File: config.mk
export PLATFORM = sky130hd
export DESIGN_NAME = floppy_ctl_waitgen
export DESIGN_NICKNAME = d
export VERILOG_FILES = /design/src/rtl/fdcw_pkg.sv /design/src/rtl/fdcw_ctlreg.sv /design/src/rtl/fdcw_oneshot.sv /design/src/rtl/fdcw_sync.sv /design/src/rtl/fdcw_waitgen.sv /design/src/rtl/floppy_ctl_waitgen.sv
export SDC_FILE = /design/constraint.sdc
export NUM_CORES = 1
export LEC_CHECK = 0
export ABC_AREA = 0
export BUFFER_PORTS_ARGS = -buffer_cell sky130_fd_sc_hd__buf_2
export CAP_MARGIN = 20
export CORE_ASPECT_RATIO = 2
export CORE_MARGIN = 4
export CORE_UTILIZATION = 48
export CTS_CLUSTER_SIZE = 10
export DETAILED_ROUTE_END_ITERATION = 16
export GPL_TIMING_DRIVEN = 0
export MAX_ROUTING_LAYER = met4
export PLACE_DENSITY = 0.67
export SETUP_SLACK_MARGIN = 0.1
export SLEW_MARGIN = 0
export SYNTH_ARGS = -nofsm -noshare
export SYNTH_HDL_FRONTEND = slang
export SYNTH_SLANG_ARGS = --single-unit
export TNS_END_PERCENT = 10
File: constraint.sdc
create_clock -name clk -period 6.77 [get_ports clk]
set_clock_uncertainty 0.2 [all_clocks]
set_input_delay 0.3385 -clock clk [delete_from_list [all_inputs] [get_ports clk]]
set_output_delay 0.3385 -clock clk [all_outputs]
set_load 0.005 [all_outputs]
File: src/rtl/fdcw_pkg.sv
package fdcw_pkg;

  localparam int unsigned CTL_BITS = 8;
  localparam int unsigned DRIVES   = 3;

  typedef enum logic [2:0] {
    A_WIN   = 3'd0,
    A_MOTOR = 3'd1,
    A_ARM   = 3'd2,
    A_HEAD  = 3'd3,
    A_DRV0  = 3'd4,
    A_DRV1  = 3'd5,
    A_DRV2  = 3'd6,
    A_SIDE  = 3'd7
  } bit_addr_e;

  // 1 when the address falls in the drive-select range
  function automatic logic is_drive_addr(input logic [2:0] a);
    return (a >= A_DRV0) && (a <= A_DRV2);
  endfunction

  // one-hot drive bit for a drive-select address
  function automatic logic [DRIVES-1:0] drive_onehot(input logic [2:0] a);
    logic [DRIVES-1:0] oh;
    oh = '0;
    for (int i = 0; i < DRIVES; i++)
      if (a == 3'(A_DRV0 + i)) oh[i] = 1'b1;
    return oh;
  endfunction

  // READY level: low only while every stall condition holds
  function automatic logic ready_level(input logic sel, input logic armed,
                                       input logic drq, input logic irq,
                                       input logic motor);
    return !(sel && armed && !drq && !irq && motor);
  endfunction

endpackage

File: src/rtl/fdcw_ctlreg.sv
module fdcw_ctlreg
  import fdcw_pkg::*;
(
  input  logic              clk,
  input  logic              rst_n,
  input  logic              bw_en,
  input  logic [2:0]        bw_addr,
  input  logic              bw_data,
  output logic              win_en,
  output logic              armed,
  output logic              head_load,
  output logic              side_sel,
  output logic [DRIVES-1:0] drv_mask,
  output logic              motor_trig,
  output logic              multi_evt
);

  logic              last_motor;
  logic              drv_wr;
  logic [DRIVES-1:0] drv_hit;
  logic              adds_second;

  assign drv_wr      = bw_en && is_drive_addr(bw_addr);
  assign drv_hit     = drive_onehot(bw_addr);
  assign adds_second = drv_wr && bw_data && ((drv_mask & drv_hit) == '0)
                       && (drv_mask != '0);
  assign motor_trig  = bw_en && (bw_addr == A_MOTOR) && bw_data && !last_motor;

  always_ff @(posedge clk or negedge rst_n) begin
    if (!rst_n) begin
      win_en     <= 1'b0;
      armed      <= 1'b0;
      head_load  <= 1'b0;
      side_sel   <= 1'b0;
      last_motor <= 1'b0;
    end else if (bw_en) begin
      unique case (bw_addr)
        A_WIN:   win_en     <= bw_data;
        A_MOTOR: last_motor <= bw_data;
        A_ARM:   armed      <= bw_data;
        A_HEAD:  head_load  <= bw_data;
        A_SIDE:  side_sel   <= bw_data;
        default: ;
      endcase
    end
  end

  always_ff @(posedge clk or negedge rst_n) begin
    if (!rst_n) begin
      drv_mask  <= '0;
      multi_evt <= 1'b0;
    end else begin
      multi_evt <= adds_second;
      if (drv_wr) begin
        if (bw_data) drv_mask <= drv_mask | drv_hit;
        else         drv_mask <= drv_mask & ~drv_hit;
      end
    end
  end

endmodule

File: src/rtl/fdcw_oneshot.sv
module fdcw_oneshot #(
  parameter int unsigned MOTOR_CYCLES = 211_500_000
) (
  input  logic clk,
  input  logic rst_n,
  input  logic trig,
  output logic active
);

  localparam int unsigned CW = $clog2(MOTOR_CYCLES + 1);
  localparam logic [CW-1:0] LOAD = CW'(MOTOR_CYCLES - 1);

  logic [CW-1:0] remain;

  always_ff @(posedge clk or negedge rst_n) begin
    if (!rst_n) begin
      active <= 1'b0;
      remain <= '0;
    end else if (trig) begin
      active <= 1'b1;
      remain <= LOAD;
    end else if (active) begin
      if (remain == '0) active <= 1'b0;
      else              remain <= remain - 1'b1;
    end
  end

endmodule

File: src/rtl/fdcw_sync.sv
module fdcw_sync #(
  parameter int unsigned WIDTH  = 2,
  parameter int unsigned STAGES = 2
) (
  input  logic             clk,
  input  logic             rst_n,
  input  logic [WIDTH-1:0] d,
  output logic [WIDTH-1:0] q
);

  logic [WIDTH-1:0] chain [STAGES];

  for (genvar s = 0; s < STAGES; s++) begin : g_stage
    always_ff @(posedge clk or negedge rst_n) begin
      if (!rst_n)      chain[s] <= '0;
      else if (s == 0) chain[s] <= d;
      else             chain[s] <= chain[(s == 0) ? 0 : s-1];
    end
  end

  assign q = chain[STAGES-1];

endmodule

File: src/rtl/fdcw_waitgen.sv
module fdcw_waitgen
  import fdcw_pkg::*;
(
  input  logic sel,
  input  logic armed,
  input  logic drq_s,
  input  logic irq_s,
  input  logic motor,
  output logic ready
);

  assign ready = ready_level(sel, armed, drq_s, irq_s, motor);

endmodule

File: src/rtl/floppy_ctl_waitgen.sv
module floppy_ctl_waitgen
  import fdcw_pkg::*;
#(
  parameter int unsigned MOTOR_CYCLES = 211_500_000
) (
  input  logic       clk,
  input  logic       rst_n,
  input  logic       bw_en,
  input  logic [2:0] bw_addr,
  input  logic       bw_data,
  input  logic [2:0] st_addr,
  output logic       st_bit,
  input  logic       ctl_sel,
  input  logic       drq_in,
  input  logic       irq_in,
  output logic       win_en,
  output logic       head_load,
  output logic [2:0] drv_sel,
  output logic       side_sel,
  output logic       motor_on,
  output logic       multi_sel,
  output logic       ready
);

  logic                armed;
  logic                motor_trig;
  logic                drq_s;
  logic                irq_s;
  logic [CTL_BITS-1:0] status;

  fdcw_ctlreg u_reg (
    .clk       (clk),
    .rst_n     (rst_n),
    .bw_en     (bw_en),
    .bw_addr   (bw_addr),
    .bw_data   (bw_data),
    .win_en    (win_en),
    .armed     (armed),
    .head_load (head_load),
    .side_sel  (side_sel),
    .drv_mask  (drv_sel),
    .motor_trig(motor_trig),
    .multi_evt (multi_sel)
  );

  fdcw_oneshot #(.MOTOR_CYCLES(MOTOR_CYCLES)) u_motor (
    .clk   (clk),
    .rst_n (rst_n),
    .trig  (motor_trig),
    .active(motor_on)
  );

  fdcw_sync #(.WIDTH(2), .STAGES(2)) u_sync (
    .clk  (clk),
    .rst_n(rst_n),
    .d    ({irq_in, drq_in}),
    .q    ({irq_s, drq_s})
  );

  fdcw_waitgen u_wait (
    .sel  (ctl_sel),
    .armed(armed),
    .drq_s(drq_s),
    .irq_s(irq_s),
    .motor(motor_on),
    .ready(ready)
  );

  assign status = {side_sel, drv_sel, head_load, armed, motor_on, win_en};
  assign st_bit = status[st_addr];

endmodule

**After elaboration in Yosys (flattened, before gate mapping)**

Index checks and enable logic that the tools add are counted.

- Bits in registers: 42
- Bits in latches: 0
- Memory bits (writable): 0
- Memory bits (read-only): 0
- Output and inout port bits: 10
- Memories: 0

- Add/subtract/negate cells: 1
- Multipliers: 0
- Divide/modulo/power cells: 0
- $lt $le $gt $ge: 3
- Equal/unequal tests: 8
- Shift operators: 0
- Multiplexer cells: 12
- Bitwise logic cells: 4
- Reduce and logical (&&, ||, !) cells: 27

Operators by type and width:

| kind | count |
|---|---|
| $mux W28 | 3 |
| $logic_not A28 Y1 | 1 |
| $sub A28 B1 Y28 const B | 1 |
| $eq A3 B3 Y1 const B | 4 |
| $logic_and A1 B1 Y1 | 12 |
| $reduce_and A2 Y1 | 6 |
| $mux W1 | 7 |
| $and A3 B3 Y3 | 2 |
| $eq A3 B2 Y1 const B | 2 |
| $logic_not A3 Y1 | 2 |
| $logic_not A1 Y1 | 4 |
| $lt A3 B4 Y1 const B | 1 |
| $bmux W1 S3 | 1 |
| $eq A3 B1 Y1 const B | 1 |
| $ge A3 B3 Y1 const B | 1 |
| $le A3 B3 Y1 const B | 1 |
| $mux W3 | 1 |
| $not A3 Y3 | 1 |
| $or A3 B3 Y3 | 1 |
| $reduce_bool A3 Y1 | 1 |
| $ne A2 B2 Y1 const B | 1 |
| $reduce_bool A2 Y1 | 1 |

**Depth between registers and ports, before layout**

- Depth in word-level cells: 6
- Gate-level depth with buffers: 7
- Mapped depth without buffers: 7

**Cells and area by module**

A second synthesis with hierarchy kept.

- Cell total of the unflattened synthesis: 215
- Area, all modules: 2,277.2 sq um

By module, submodules not included:

| module | times used | cells each | area each (sq um) |
|---|---|---|---|
| fdcw_oneshot | 1 | 165 | 1,616.6 |
| fdcw_ctlreg | 1 | 39 | 465.4 |
| fdcw_sync | 1 | 6 | 115.1 |
| floppy_ctl_waitgen | 1 | 3 | 63.8 |
| fdcw_waitgen | 1 | 2 | 16.3 |

**Least setup slack after synthesis**

No wires, ideal clock.

- Path kind: flip-flop to flip-flop
- Start: register u_motor.remain[15]
- End: register u_motor.remain[26]
- Arrival: 1.946 ns
- Required time: 6.439 ns
- Slack: 4.493 ns
- Stages on the path, launching flop included: 6
- Path buffers: 0
- Cells stage by stage: dfrtp_1 nor4_1 nand3_2 a2111o_1 o31a_1 or3_1

- Word-level cells in the longest chain between the ends: 4

Ends and longest elaborated chain:

| item | line | RTL |
|---|---|---|
| start, declared | fdcw_oneshot.sv:13 | `logic [CW-1:0] remain;` |
| start signal, assigned | fdcw_oneshot.sv:24 | `else remain <= remain - 1'b1;` |
| $sub A28 B1 Y28 | fdcw_oneshot.sv:24 |  |
| $mux W28 | fdcw_oneshot.sv:23 | `if (remain == '0) active <= 1'b0;` |
| $mux W28 | fdcw_oneshot.sv:22 | `end else if (active) begin` |
| $mux W28 | fdcw_oneshot.sv:19 | `end else if (trig) begin` |

Parallel ways exist; a longest one is shown, timed or not. The select of a mux whose other input is x is not followed.
A chain may end at the register's enable or synchronous reset.

**Worst setup path in the final report**

- Start: register u_motor.remain[17]
- End: register u_motor.remain[4]

- Word-level cells in the longest chain between the ends: 3

Ends and longest elaborated chain:

| item | line |
|---|---|
| $logic_not A28 Y1 | fdcw_oneshot.sv:23 |
| $ne A2 B2 Y1 (no source line) | -- |
| $reduce_and A2 Y1 (no source line) | -- |

Every way passes these cells.

==> out/results.tsv <==
metric	value	unit
status	finished with violations	
violations	negative hold slack	
seq_area_frac_synth	0.475	
place_hpwl	3570	um
rows	34	
drive_above_1_share	0.201	
tns	0	ns
root_buffer	clkbuf_8	
cts_tree	done	
synth_flop_cell	dfrtp_1	
drc	0	
m1WireLength	1800	um
cp-start-kind	flip-flop	
fillerInstances	411	
drtIter0Drc	98	
placed_area	2370	sq um
viasPerCell	6.08	
syn_area	2210	sq um
synthArstFlopShare	1.00	
die_area	5820	sq um
place.gp.congestion	0.825	
worst_hold_path_type	in2async	
dp_slack	4.20	ns
fin_nets	254	
report.final.slew_viol_count	0	
tightestPinTransition	0.928	ns
maxCapViolCount	0	
period_needed	2.60	ns
start_util	0.500	
synth_top_area_share	0.475	
core_area	4420	sq um
ant_nets	0	
fin_area	2510	sq um
dieWidth	56.0	um
fmax	385	MHz
grt_max_degree	43	
crit_fanout	7	
yosys_register_bits	42	
reg2reg_setup_slack	4.17	ns
critPathArrivalTime	2.55	ns
layout_common_cells	42 x dfrtp_1, 19 x buf_2, 15 x nand2_1	
via_count	1782	
ios	23	
final_common_cell	dfrtp_1	
min_period_over_period	0.384	
ys_types	45	
critical_path_class	reg2reg	
gr-total-overflow	0	
drt-wirelength-per-cell	16.6	um
setup_viol	0	
rsz0062_at_grt	no	
syn2layout_area_growth	13.4	%
maxSlewHeadroom	0.381	
required	6.72	ns
peakVddDrop	0.174	mV
yosys_warnings	0	
cts.sinks	42	
antenna_found_initial	0	
dr_wl_met3	194	um
netlist_instances	211	
drtPass1Iterations	4	
antenna_cells	0	
synth_fp_nets	226	
grt_pass1_vias	1808	
htreeDepth	2	
max-clock-path-buffers	2	
synth_area_leaders	dfrtp_1 48%, mux2_2 4.6%, o31ai_1 3.4%	
top_layer	met4	
syn_area_per_cell	10.5	sq um
p_leak	0.913	nW
cts_buffers	5	
wl_met2	2720	um
synth_edf_count	0	
port_buffers	19	
track_usage	0.191	
power_density	274	nW/um^2
wirelength	4870	um
yosysTopAreaCell	dfrtp_1	
hold_ws	-0.0151	ns
clkLatencyLatePin	0.29	ns
cp-end-kind	flip-flop	
finalWorstSetupSlack	4.17	ns
grt_pass1_wl	8630	um
die_h	104	um
hold_viol_final	42	
cts_resized	0	
clk_pin_slew	0.08	ns
path summary, 6_finish.rpt:
path | endpoint | depth (start not counted) | from
min in group clk | u_sync.q[0] | 0 | u_sync.chain[2]
setup / recovery | u_motor.remain[4] | 5 | u_motor.remain[17]
setup reg to reg | u_motor.remain[4] | 5 | u_motor.remain[17]
hold / removal | u_sync.chain[2] | 1 | rst_n
max in group asynchronous | u_motor.remain[12] | 1 | rst_n
hold reg to reg | u_sync.q[0] | 0 | u_sync.chain[2]
final cells by class:
| type | instances | area (sq um) | area share |
|---|---|---|---|
| multi-input cells | 156 | 1110 | 0.443 |
| flip-flops and latches | 42 | 1050 | 0.419 |
| repair buffers | 21 | 115 | 0.0459 |
| clock buffers | 6 | 82.6 | 0.0330 |
| well taps | 54 | 67.6 | 0.0270 |
| clock inverters | 1 | 30.0 | 0.0120 |
| plain buffers | 8 | 30.0 | 0.0120 |
| inverters | 5 | 18.8 | 0.00749 |
power breakdown:
part | switching (mW) | total (mW) | internal (mW)
Clock | 0.0830 | 0.201 | 0.118
Combinational | 0.0670 | 0.135 | 0.0681
Sequential | 0.0535 | 0.350 | 0.296
Total | 0.204 | 0.686 | 0.482
critical path, stage by stage (launching register included):
cell and delay [ns]:
dfrtp_1 0.45, nor4_2 0.48, nand4_1 0.39, o31ai_1 0.66
or4_1 0.21, nand3_1 0.07
registers in the layout, summed over array words and instances (netlist names), named ones only:
register          flops
u_sync.chain          2
u_motor.remain       28
u_reg.multi_evt       1
u_reg.win_en          1
u_reg.armed           1
u_reg.last_motor      1
u_reg.side_sel        1
u_sync.q              2
u_motor.active        1
u_reg.head_load       1
cells in the mapped netlist (2+ instances only):
cell type and n:
nor4bb_1 2, nand4b_1 3, xor2_1 8, inv_1 5, dfrtp_1 42, xnor2_1 2, or4_1 6, nor3_1 12
or3_1 7, a21oi_1 6, mux2_2 9, nor2_1 12, nand4_1 5, o31a_1 3, nor4_1 6, clkbuf_1 8
o21ai_0 8, o21a_1 3, nand3_1 8, o31ai_1 10, or3_2 2, ha_1 2, mux4_2 2, nand2_1 15
o211ai_1 5
cells by family (layout without fill, tap and decap cells):
group,after synthesis,count (layout),share of synthesized area
and+or+nand+nor,91,91,0.247
AOI/OAI and AO/OA,42,42,0.139
DFF,42,42,0.475
buffers and inverters,13,41,0.0221
muxes,11,11,0.0662
xor gates and xnor gates,10,10,0.0396
adders and majority gates,2,2,0.0113
metrics by stage:
stage,std cells,total power [mW],util
global route,293,0.731,0.566
global placement,284,0.482,0.536
CTS,293,0.693,0.566
finish,293,0.686,0.566
floorplan,211,0.440,-
detailed placement,284,0.490,0.536
what timing repair did:
| action | 4_1_cts | 5_1_grt |
|---|---|---|
| hold endpoints to repair | 2 | 0 |
| buffers inserted | 0 | 0 |
| hold buffers | 2 | 0 |
per-layer routing:
layer | track usage | vias up
met1 | 0.199 | 868
li1 | - | 857
met4 | 0.100 | 0
met3 | 0.0311 | 10
met2 | 0.334 | 47
met5 | - | -
Power figures use the tool's default switching activity.
